[src/rtl/cfg_key_port.sv]
module cfg_key_port #(
  parameter int          ADDR_W    = 3,
  parameter int          NUM_DEV   = 8,
  parameter int          MON_DEV   = 4,
  parameter int          WIN_BITS  = 3,
  parameter logic [15:0] CHIP_ID   = 16'h0613,
  parameter logic [15:0] VENDOR_ID = 16'h1934,
  parameter logic [15:0] BASE_RST  = 16'h0A25
) (
  input  logic              clk,
  input  logic              rst_n,
  input  logic              wr_en,
  input  logic              rd_en,
  input  logic [ADDR_W-1:0] addr,
  input  logic [7:0]        wdata,
  output logic [7:0]        rdata,
  output logic [15:0]       mon_base
);
  localparam logic [ADDR_W-1:0] IDX_OFS = ADDR_W'(5);
  localparam logic [ADDR_W-1:0] DAT_OFS = ADDR_W'(6);
  localparam logic [7:0] KEY_OPEN  = 8'h87;
  localparam logic [7:0] KEY_CLOSE = 8'hAA;
  localparam logic [7:0] R_SEL     = 8'h07;
  localparam logic [7:0] R_CHIP_H  = 8'h20;
  localparam logic [7:0] R_CHIP_L  = 8'h21;
  localparam logic [7:0] R_VEND_H  = 8'h23;
  localparam logic [7:0] R_VEND_L  = 8'h24;
  localparam logic [7:0] R_BASE_H  = 8'h60;
  localparam logic [7:0] R_BASE_L  = 8'h61;
  localparam logic [1:0] S_LOCK = 2'd0, S_HALF = 2'd1, S_OPEN = 2'd2;
  localparam int         SEL_W  = (NUM_DEV > 1) ? $clog2(NUM_DEV) : 1;
  localparam logic [15:0] WIN_MASK = 16'hFFFF << WIN_BITS;

  logic [1:0] st;
  logic [7:0] idx, ldn;
  logic [7:0] bhi [NUM_DEV];
  logic [7:0] blo [NUM_DEV];

  wire is_open = (st == S_OPEN);
  wire wr_idx  = wr_en && (addr == IDX_OFS);
  wire key_hit = wr_idx && (wdata == KEY_OPEN);
  wire close   = is_open && wr_idx && (wdata == KEY_CLOSE);
  wire wr_dat  = is_open && wr_en && (addr == DAT_OFS);
  wire ldn_ok  = ({24'd0, ldn} < NUM_DEV);
  wire [SEL_W-1:0] sel = ldn[SEL_W-1:0];

  always_ff @(posedge clk) begin
    if (!rst_n) st <= S_LOCK;
    else if (wr_en) begin
      case (st)
        S_LOCK:  st <= key_hit ? S_HALF : S_LOCK;
        S_HALF:  st <= key_hit ? S_OPEN : S_LOCK;
        default: st <= close ? S_LOCK : S_OPEN;
      endcase
    end
  end

  always_ff @(posedge clk) begin
    if (!rst_n) idx <= 8'h00;
    else if (is_open && wr_idx && !close) idx <= wdata;
  end

  always_ff @(posedge clk) begin
    if (!rst_n) ldn <= 8'h00;
    else if (wr_dat && idx == R_SEL) ldn <= wdata;
  end

  for (genvar d = 0; d < NUM_DEV; d++) begin : g_bank
    localparam logic [15:0] RV = (d == MON_DEV) ? BASE_RST : 16'h0000;
    always_ff @(posedge clk) begin
      if (!rst_n) begin
        bhi[d] <= RV[15:8];
        blo[d] <= RV[7:0];
      end else if (wr_dat && ldn == 8'(d)) begin
        if (idx == R_BASE_H) bhi[d] <= wdata;
        if (idx == R_BASE_L) blo[d] <= wdata;
      end
    end
  end

  logic [7:0] reg_val;
  always_comb begin
    case (idx)
      R_SEL:    reg_val = ldn;
      R_CHIP_H: reg_val = CHIP_ID[15:8];
      R_CHIP_L: reg_val = CHIP_ID[7:0];
      R_VEND_H: reg_val = VENDOR_ID[15:8];
      R_VEND_L: reg_val = VENDOR_ID[7:0];
      R_BASE_H: reg_val = ldn_ok ? bhi[sel] : 8'hFF;
      R_BASE_L: reg_val = ldn_ok ? blo[sel] : 8'hFF;
      default:  reg_val = 8'h00;
    endcase
  end

  always_comb begin
    if (!rd_en)                rdata = 8'h00;
    else if (addr == IDX_OFS)  rdata = is_open ? idx : 8'hFF;
    else if (addr == DAT_OFS)  rdata = is_open ? reg_val : 8'hFF;
    else                       rdata = 8'hFF;
  end

  assign mon_base = {bhi[MON_DEV], blo[MON_DEV]} & WIN_MASK;
endmodule


[config.mk]
export PLATFORM = sky130hd
export DESIGN_NAME = cfg_key_port
export DESIGN_NICKNAME = d
export VERILOG_FILES = /design/src/rtl/cfg_key_port.sv
export SDC_FILE = /design/constraint.sdc
export NUM_CORES = 1
export LEC_CHECK = 0
export ABC_AREA = 1
export BUFFER_PORTS_ARGS = -buffer_cell sky130_fd_sc_hd__buf_2
export CORE_MARGIN = 5
export CORE_UTILIZATION = 45
export DETAILED_ROUTE_END_ITERATION = 10
export PLACE_DENSITY = 0.7
export SLEW_MARGIN = 20
export SYNTH_ARGS = -nofsm -noshare
export SYNTH_HDL_FRONTEND = slang
export SYNTH_SLANG_ARGS = --single-unit
export TNS_END_PERCENT = 100
[constraint.sdc]
create_clock -name clk -period 3.75 [get_ports clk]
set_input_delay 0 -clock clk [delete_from_list [all_inputs] [get_ports clk]]
set_output_delay 0 -clock clk [all_outputs]
set_load 0.01 [all_outputs]
==> metrics.md, run 1 <==
| Metric | Value |
|---|---|
| Status | finished, final reports clean |
| Multi-input logic area | 2650 µm² |
| Number of cells on the critical path | 8 |
| DRC viols | 0 |
| Hold Vio Cnt, Final | 0 |
| Worst-Margin Slew | 1.02 ns |
| Slowest stage delay, CP | 0.72 ns |
| Seq cells post-synth | 149 |
| Largest net degree at the start of global routing | 65 |
| Antenna Nets Post-Route | 0 |
| Share of layout cells above drive strength 1 | 16.1% |
| RR Endpoint | bhi[7][7] |
| IO Count | 39 |
| Max FO, Critical Path | 64 |
| Vias per cell | 5.51 |
| Sequential fraction of the synthesis area | 58.1% |
| Final Cycle Share | 69.9% |
| Yosys warns | 0 |
| N_diodes | 0 |
| CTS tree | built |
| Final Skew | 0.00800 ns |
| Mapped Cells | 800 |
| Slowest stage cell, crit path | inv_2 |
| Setup TNS | 0 ns |
| Core area | 15,900 µm² |
| Filler cells | 1,464 |
| Count leader, synth | nor2_1 |
| First-pass GRT wire length | 30.9 mm |
| Vias | 5,812 |
| Cts bufs inserted | 17 |
| Endpoint class of the critical path | primary output |
| Die X | 138 µm |
| Drt pass-1 iters | 5 |
| CP top delay family | buffers and inverters |
| Clock Sink Count | 149 |
| Ys async rst share | 0% |
| Post-Synthesis Cell Area | 7330 µm² |
| Violation count after the first detailed-route iteration | 577 |
| Final setup viols | 0 |
| Detailed Route WL | 19.3 mm |
| Startpoint types | flop |
| Worst r2r src | idx[1] |
| GRT Overall Usage | 21.8% |
| Worst reg2reg path depth | 6 |
| PostCTS Resize Cnt | 0 |
| Max Cap Viol | 0 |
| Worst Hold Depth | 4 |
| Leading area contributor after synthesis | edfxtp_1 |
| Total congestion overflow | 0 |
| Final setup margin | 1.13 ns |
| Fmax | 0.382 GHz |
| Die height | 138 µm |
| Avg WL per Cell | 18.4 µm |
| Number of H-tree levels | 4 |
| Clock latency on the worst-skew pair | 0.43 ns |
| Synth Flop Type | edfxtp_1 |
| Worst EP arrival | 2.62 ns |
| IR drop worst, VDD | 0.000303 V |
| Number of global-route vias before repair | 5,614 |
| Initial core utilization | 46.0% |
| Worst Path Required | 3.75 ns |
| CP Cell Sequence | inv_2, o21ai_0, o211ai_1, nand3_1, nand2_1, nor2_1, nor2_1, buf_2 |
| Initial antenna violation count | 0 |
| Post-CTS Setup Bufs | 0 |
| RSZ-0062 raised after global routing | false |
| Distinct cells, synth | 34 |
| Largest cells by area after synthesis | edfxtp_1 (52%), nor2_1 (13%), dfxtp_1 (5.7%) |
| Crit path kind | reg -> out |
| Port bufs | 35 |
| Synthesized area per cell | 9.17 µm² |
| Max clock buf depth | 2 |
| Reg2reg setup slack | 1.57 ns |
| Die area | 19,000 µm² |
| Leak | 3.15 nW |
| Fin. max-slew vios | 0 |
| Hold wc startpoint | wdata[0] |
| Fin crit period | 2.62 ns |
| Clock slew at reported path FFs | 0.06 ns |
| Most used cell along the critical path | nor2_1 |
| Clock Root Buffer | clkbuf_16 |
| EDFF count, synth | 128 |
| Power Dens Cells | 450 nW/µm² |
| Register Area | 4270 µm² |
| Worst path buffer plus inverter count | 2 |
| Hold crit path type | in -> reg |
| Worst hold path endpoint | st[0] |
| Most frequent cells after synthesis | nor2_1 (245), edfxtp_1 (128), o21ai_0 (79) |
| DP Wirelength | 12.6 mm |
| Routability cong. | 0.939 |
| Row cnt | 46 |
| Hold_buf cts | 3 |
| Post-synth top area share | 52.4% |
| Nets | 840 |
| Area added between synthesis and finish | 13.4% |
| Slew HR | 31.6% |
| Setup WS pre-CTS | 1.59 ns |
==> how the worst max path moves through the flow <==
stage                      start        end
after floorplan            st[0]  bhi[0][0]
after global placement    idx[1]  bhi[0][5]
after detailed placement  idx[1]  bhi[7][5]
after CTS                   flop   rdata[4]
after global routing        flop   rdata[4]
final                       flop   rdata[4]
==> worst register-to-register path: stages (launching register included) <==
cell	delay (ns)
dfxtp_1	0.41
nor2_2	0.19
nand2_1	0.09
nor2_2	0.55
inv_2	0.22
o21ai_0	0.23
buf_4	0.20
==> layout by cell type, fill, tap and decap left out, drive strengths merged, types with 3 or more instances in the layout <==
cell / n
o21ai: 80
conb: 3
a21oi: 19
a31oi: 3
nand4: 9
clkinvlp: 4
nor4: 3
edfxtp: 128
nand3: 61
dlygate4sd3: 3
buf: 53
nor2: 265
clkinv: 9
nand2: 78
dfxtp: 21
inv: 44
o211ai: 24
clkbuf: 22
o31ai: 5
==> layout make-up <==
type / instances / share of cell area, %
repair buffers: 56 / 4.09
flip-flops and latches: 149 / 51.3
inverters: 47 / 2.14
clock buffers: 22 / 6.48
clock inverters: 10 / 0.948
well taps: 216 / 3.25
multi-input cells: 554 / 31.8
==> logic make-up after synthesis <==
kind of cell,count (synthesis),share of synthesized area [%]
other,1,0.0511
buffers and inverters,99,5.90
AND/OR/NAND/NOR,418,25.7
flip-flops,149,58.1
AO/OA/AOI/OAI,133,10.2
==> per-layer routing <==
layer | up-vias | share of wire (%) | track usage (%)
met4 | 0 | 2.9 | 9.15
met1 | 2788 | 42 | 29.4
met2 | 226 | 49 | 34.8
met3 | 39 | 6.4 | 3.73
met5 | - | 0 | 0
li1 | 2759 | - | -
==> stage by stage <==
stage	std cells	hold slack [ns]	utilization (%)	power, mW	area [µm²]
2_1_floorplan	802	0.106	-	1.97	7340
5_1_grt	1054	0.0585	52.2	3.85	8320
3_5_place_dp	1019	0.386	48.1	2.04	7670
4_1_cts	1054	0.0316	52.2	3.75	8320
6_report	1054	0.0322	52.2	3.74	8320
3_3_place_gp	1019	0.387	48.1	2.03	7670
==> power by group <==
part | switching [mW] | leakage (nW) | total (mW) | internal (mW)
logic | 0.115 | 1.39 | 0.154 | 0.0385
registers | 0.0137 | 1.47 | 1.85 | 1.84
clock network | 0.708 | 0.292 | 1.74 | 1.03
total | 0.837 | 3.15 | 3.74 | 2.91
==> state kept, by name (all words and copies together) (netlist names), named ones only <==
register,flops
idx,8
ldn,8
blo,64
bhi,64
st,2
No activity file was read; power rests on OpenSTA's default activity.
==> run 2, diff against run 1 <==
==> constraint.sdc (replaced) <==
create_clock -name clk -period 2.63 [get_ports clk]
set_input_delay 0 -clock clk [delete_from_list [all_inputs] [get_ports clk]]
set_output_delay 0 -clock clk [all_outputs]
set_load 0.01 [all_outputs]
==> metrics.md, run 2 (synthesis results as in run 1) <==
| Metric | Value |
|---|---|
| Avg WL per Cell | 18.2 µm (-0.90%) |
| Die X | 138 µm (unchanged) |
| Clock power frac | 47.7% (+1.3 points) |
| Fmax | 0.427 GHz |
| DRC viols | 0 (unchanged) |
| Port bufs | 35 (unchanged) |
| Hold Vio Cnt, Final | 0 (unchanged) |
| Initial antenna violation count | 0 (unchanged) |
| Gate power share | 4.1% (about the same) |
| Endpoint class of the critical path | primary output |
| Nets | 846 (+0.71%) |
| Row cnt | 46 (unchanged) |
| IR drop worst, VDD | 0.000392 V (+29%) |
| Final setup margin | 0.287 ns (-0.842 ns) |
| Share of layout cells above drive strength 1 | 16.5% (+0.36 points) |
| Leading cell type in the layout, fill and taps excluded | nor2_1 |
| Drt pass-1 iters | 5 (unchanged) |
| Final core utilization | 52.7% (+0.57 points) |
| GRT Overall Usage | 21.7% (-0.076 points) |
| Max Cap Viol | 0 (unchanged) |
| Reg2reg setup slack | 0.63 ns (-0.94 ns) |
| Seq pwr share | 48.2% (-1.3 points) |
| Vias per cell | 5.47 (-0.86%) |
| Max FO, Critical Path | 8 (-88%) |
| Clock latency on the worst-skew pair | 0.43 ns (about the same) |
| Antenna Nets Post-Route | 0 (unchanged) |
| Clock slew at reported path FFs | 0.06 ns (about the same) |
| Setup WS pre-CTS | 0.652 ns (-0.941 ns) |
| DP Wirelength | 12.7 mm (+1.1%) |
| Detailed Route WL | 19.3 mm (-0.34%) |
| Power Dens Cells | 651 nW/µm² (+45%) |
| Die height | 138 µm (unchanged) |
| N_diodes | 0 (unchanged) |
| Clock Root Buffer | clkbuf_16 |
| Hold crit path type | in -> reg |
| Filler cells | 1,426 (-2.6%) |
| Final Skew | 0.0114 ns (+0.00336 ns) |
| Worst Path Required | 2.63 ns (-1.12 ns) |
| Cts bufs inserted | 17 (unchanged) |
| Violation count after the first detailed-route iteration | 629 (+9.0%) |
| Setup TNS | 0 ns (unchanged) |
| Slew HR | 43.4% (+12 points) |
| Startpoint types | flop |
| Top Registers | bhi: 64 flops, blo: 64 flops |
| Switch share | 20.5% (-1.8 points) |
| IO Count | 39 (unchanged) |
| Clock Sink Count | 149 (unchanged) |
| Number of global-route vias before repair | 5,538 (-1.4%) |
| P_sw | 1.12 mW (+34%) |
| CTS tree | built |
| Most frequent cells in the layout | nor2_1 (245), edfxtp_1 (128), o21ai_0 (79), nand2_1 (68), nand3_1 (54) |
| Die area | 19,000 µm² (unchanged) |
| Routability cong. | 0.890 (-5.3%) |
| Crit path kind | reg -> out |
| PnR Total Power | 5.48 mW (+46%) |
| First-pass GRT wire length | 30.7 mm (-0.65%) |
| Worst-Margin Slew | 0.843 ns (-0.181 ns) |
| Status | finished, final reports clean |
| Vias | 5,795 (-0.29%) |
| RSZ-0062 raised after global routing | false |
| Number of H-tree levels | 4 (unchanged) |
| Final Cycle Share | 89.1% |
| Fin. max-slew vios | 0 (unchanged) |
| Area added between synthesis and finish | 14.7% |
| Total congestion overflow | 0 (unchanged) |
| Fin crit period | 2.34 ns |
| Leak | 3.19 nW (+1.2%) |
| Largest net degree at the start of global routing | 65 (unchanged) |
| Initial core utilization | 46.0% (unchanged) |
| Internal | 4.35 mW (+50%) |
| Core area | 15,900 µm² (unchanged) |
| Final setup viols | 0 (unchanged) |
| Worst EP arrival | 2.34 ns (-0.28 ns) |
| Max clock buf depth | 2 (unchanged) |
## run 2: cell count changes in the layout (fill, tap and decap cells not counted)
cell,change
clkinvlp_4,+1
clkinv_1,+2
bufinv_16,+5
buf_12,+2
buf_6,+1
dlygate4sd3_1,-1
inv_6,-3
clkbuf_1,+1
clkbuf_16,-4
clkbuf_8,-1
buf_4,+4
clkinv_4,-1
## run 2: repair_timing
| action | 4_1_cts | 5_1_grt |
|---|---|---|
| endpoints found under the setup margin | 0 | 1 |
| hold endpoints to repair | 2 | 0 |
| gates resized for setup | 0 | 1 |
| hold buffers | 2 | 0 |
| setup buffers | 0 | 0 |
## run 2: worst max-delay path, stage by stage, from the launching register on
cell     delay, ns
dfxtp_1       0.42
nor2_2        0.19
nand2_1       0.08
nor2_2        0.36
buf_4         0.25
nand3_1       0.17
nand3_1       0.11
nor2_1        0.05
nor2_1        0.12
buf_2         0.16
## run 2: per-layer routing
metal	vias to the layer above	global-route usage (%)	wire (µm)
met2	271	34.7	9360
met3	44	4.75	1520
li1	2779	-	-
met5	-	0	0
met1	2701	29.4	7820
met4	0	7.26	579
## run 2: worst paths after layout
path | cells after the start | to | start
setup / recovery | 9 | rdata[2] | idx[1]
hold reg to reg | 2 | idx[6] | idx[6]
setup reg to reg | 8 | blo[3][1] | ldn[6]
hold / removal | 5 | st[1] | wdata[0]
## run 2: cell type report
type	instances	area [µm²]	share of cell area, %
multi-input cells	554	2650	31.5
clock inverters	14	209	2.48
clock buffers	18	429	5.10
repair buffers	62	412	4.90
inverters	47	178	2.11
well taps	216	270	3.21
flip-flops and latches	149	4270	50.7
## run 2: per-stage QoR
step	hold slack [ns]	cell area, µm²	instances
after CTS	0.00925	8410	1060
after global placement	0.394	7750	1026
after global routing	0.0213	8410	1060
final	0.0134	8410	1060
after detailed placement	0.393	7750	1026
after floorplan	0.106	7340	802
## run 2: power groups by stage
stage | clock network, mW | logic [mW] | registers (mW)
CTS | 2.63 | 0.224 | 2.64
global placement | 0 | 0.218 | 2.69
finish | 2.61 | 0.223 | 2.64
detailed placement | 0 | 0.219 | 2.69
floorplan | 0 | 0.121 | 2.68
global route | 2.76 | 0.242 | 2.64
==> run 3, diff against run 2 <==
--- a/config.mk
+++ b/config.mk
@@ -11,6 +11,7 @@
 export CORE_UTILIZATION = 45
 export DETAILED_ROUTE_END_ITERATION = 10
 export PLACE_DENSITY = 0.7
+export REMOVE_ABC_BUFFERS = 1
 export SLEW_MARGIN = 20
 export SYNTH_ARGS = -nofsm -noshare
 export SYNTH_HDL_FRONTEND = slang
==> metrics.md, run 3 (synthesis results as in run 1) <==
| Metric | Value |
|---|---|
| Status | finished, final reports clean |
| Drt pass-1 iters | 6 (+1) |
| Vias | 5,793 (-0.035%) |
| Clock slew at reported path FFs | 0.06 ns (about the same) |
| Largest net degree at the start of global routing | 53 (-18%) |
| Worst Hold Depth | 5 (unchanged) |
| Final core utilization | 53.2% (+0.46 points) |
| Seq pwr share | 46.5% (-1.7 points) |
| Total congestion overflow | 0 (unchanged) |
| RR Endpoint | blo[3][6] |
| Fin. max-slew vios | 0 (unchanged) |
| N_diodes | 0 (unchanged) |
| CTS tree | built |
| Hold wc startpoint | wdata[6] |
| Initial antenna violation count | 0 (unchanged) |
| Leak | 3.24 nW (+1.5%) |
| Die area | 19,000 µm² (unchanged) |
| Switch share | 20.0% (-0.52 points) |
| Cts bufs inserted | 17 (unchanged) |
| Worst EP arrival | 2.42 ns (+0.08 ns) |
| PostCTS Resize Cnt | 0 (unchanged) |
| Final setup margin | 0.206 ns (-0.0806 ns) |
| Hold slack | 0.0452 ns (+0.0318 ns) |
| Worst-Margin Slew | 0.892 ns (+0.0492 ns) |
| DP Wirelength | 12.9 mm (+1.3%) |
| Final Cycle Share | 92.2% (+3.1 points) |
| Uppermost layer routed | met4 |
| Dpl cells | 1,026 (unchanged) |
| Violation count after the first detailed-route iteration | 706 (+12%) |
| Routability cong. | 0.946 (+6.3%) |
| Leading cell type in the layout, fill and taps excluded | nor2_1 |
| Max Cap Viol | 0 (unchanged) |
| Worst Path Required | 2.63 ns (about the same) |
| Vias per cell | 5.45 (-0.22%) |
| Startpoint types | flop |
| DRC viols | 0 (unchanged) |
| DR WL met3 | 1.13 mm (-26%) |
| Avg WL per Cell | 18.0 µm (-0.78%) |
| Wire length on met1 | 8.02 mm (+2.5%) |
| RSZ-0062 raised after global routing | false |
| Met2 WL post-DR | 9.41 mm (+0.50%) |
| Internal | 4.54 mW (+4.4%) |
| Setup WS pre-CTS | 0.514 ns (-0.137 ns) |
| Most frequent cells in the layout | nor2_1 (245), edfxtp_1 (128), o21ai_0 (79), nand2_1 (68), nand3_1 (54) |
| Antenna Nets Post-Route | 0 (unchanged) |
| Port bufs | 35 (unchanged) |
| Initial core utilization | 46.0% (unchanged) |
| Share of layout cells above drive strength 1 | 16.4% (-0.039 points) |
| Die height | 138 µm (unchanged) |
| Slew HR | 40.1% (-3.3 points) |
| Die X | 138 µm (unchanged) |
| IO Count | 39 (unchanged) |
| Worst r2r src | idx[2] |
| Final setup viols | 0 (unchanged) |
| Setup TNS | 0 ns (unchanged) |
| Clock Root Buffer | clkbuf_16 |
| Power Dens Cells | 669 nW/µm² (+2.8%) |
| Fmax | 0.413 GHz (-3.3%) |
| Hold crit path type | in -> reg |
| Row cnt | 46 (unchanged) |
| Worst hold path endpoint | st[0] |
| Layout Cells excl Fill | 1,062 (+0.19%) |
| Gate power share | 3.9% (-0.2 points) |
| Top Registers | bhi: 64 flops, blo: 64 flops |
| Number of global-route vias before repair | 5,453 (-1.5%) |
| P_sw | 1.14 mW (+1.1%) |
| Number of H-tree levels | 4 (unchanged) |
| Clock Sink Count | 149 (unchanged) |
| Clock power frac | 49.6% (+1.9 points) |
| Crit path kind | reg -> out |
| Endpoint class of the critical path | primary output |
| GRT Overall Usage | 21.2% (-0.48 points) |
| Hold Vio Cnt, Final | 0 (unchanged) |
| IR drop worst, VDD | 0.000446 V (+14%) |
| First-pass GRT wire length | 29.7 mm (-3.3%) |
| Post-CTS Setup Bufs | 0 (unchanged) |
| Reg2reg setup slack | 0.47 ns (-0.16 ns) |
| Max clock buf depth | 2 (unchanged) |
| Detailed Route WL | 19.2 mm (-0.60%) |
| Worst reg2reg path depth | 6 (-2) |
| Filler cells | 1,455 (+2.0%) |
| Nets | 848 (+0.24%) |
| Core area | 15,900 µm² (unchanged) |
| Clock latency on the worst-skew pair | 0.43 ns (about the same) |
| Area added between synthesis and finish | 15.6% |
| Fin crit period | 2.42 ns (+0.0806 ns) |
| Max FO, Critical Path | 18 (+10) |
| Final Skew | 0.00835 ns (-0.00301 ns) |
==> run 3: cell count changes in the layout (fill, tap and decap cells not counted), sizes merged <==
cell / previous run / this run
clkbuf: 18 / 17
clkinv: 10 / 11
clkinvlp: 5 / 1
inv: 41 / 43
bufinv: 5 / 7
dlygate4sd3: 2 / 4
==> run 3: power by group through the flow <==
stage / clock network (mW) / logic (mW) / registers (mW)
floorplan: 0 / 0.0986 / 2.69
global placement: 0 / 0.215 / 2.69
detailed placement: 0 / 0.217 / 2.69
CTS: 2.83 / 0.221 / 2.64
global route: 2.93 / 0.241 / 2.64
finish: 2.82 / 0.220 / 2.64
==> run 3: how the worst max path moves through the flow <==
stage | depth (start not counted) | to | slack [ns] | from
finish | 9 | rdata[3] | 0.21 | flop
global route | 9 | rdata[4] | 0.04 | flop
CTS | 9 | rdata[4] | 0.20 | flop
detailed placement | 6 | blo[1][7] | 0.51 | idx[2]
global placement | 6 | blo[3][6] | 0.59 | idx[2]
floorplan | 9 | rdata[0] | 0.11 | flop
==> run 3: repair_timing <==
item / CTS / global route
hold endpoints to repair: 2 / 0
hold buffers: 4 / 0
endpoints found under the setup margin: 0 / 0
==> run 3: area by class of cell <==
type	count	area [µm²]	area share, %
Sequential cell	149	4270	50.3
Multi-Input combinational cell	554	2650	31.2
Timing Repair Buffer	64	440	5.19
Clock buffer	17	425	5.02
Tap cell	216	270	3.19
Clock inverter	15	256	3.02
Inverter	47	178	2.09
==> run 3: stage by stage <==
step | cell area [µm²] | power (mW)
final | 8480 | 5.68
after global routing | 8480 | 5.81
after CTS | 8480 | 5.69
after detailed placement | 7760 | 2.91
after global placement | 7760 | 2.90
after floorplan | 7090 | 2.78
==> run 3: critical path: stages, from the launching register on <==
cell	delay, ns
dfxtp_2	0.54
inv_2	0.22
buf_4	0.25
o21ai_0	0.22
o211ai_1	0.20
nand3_1	0.16
nand2_1	0.06
nor2_1	0.14
nor2_1	0.06
buf_2	0.14
==> run 3: metal layers <==
layer,vias to the layer above,global-route usage (%)
met2,183,34.4
met4,0,9.53
met5,-,0
met1,2785,27.6
met3,49,4.20
li1,2776,-
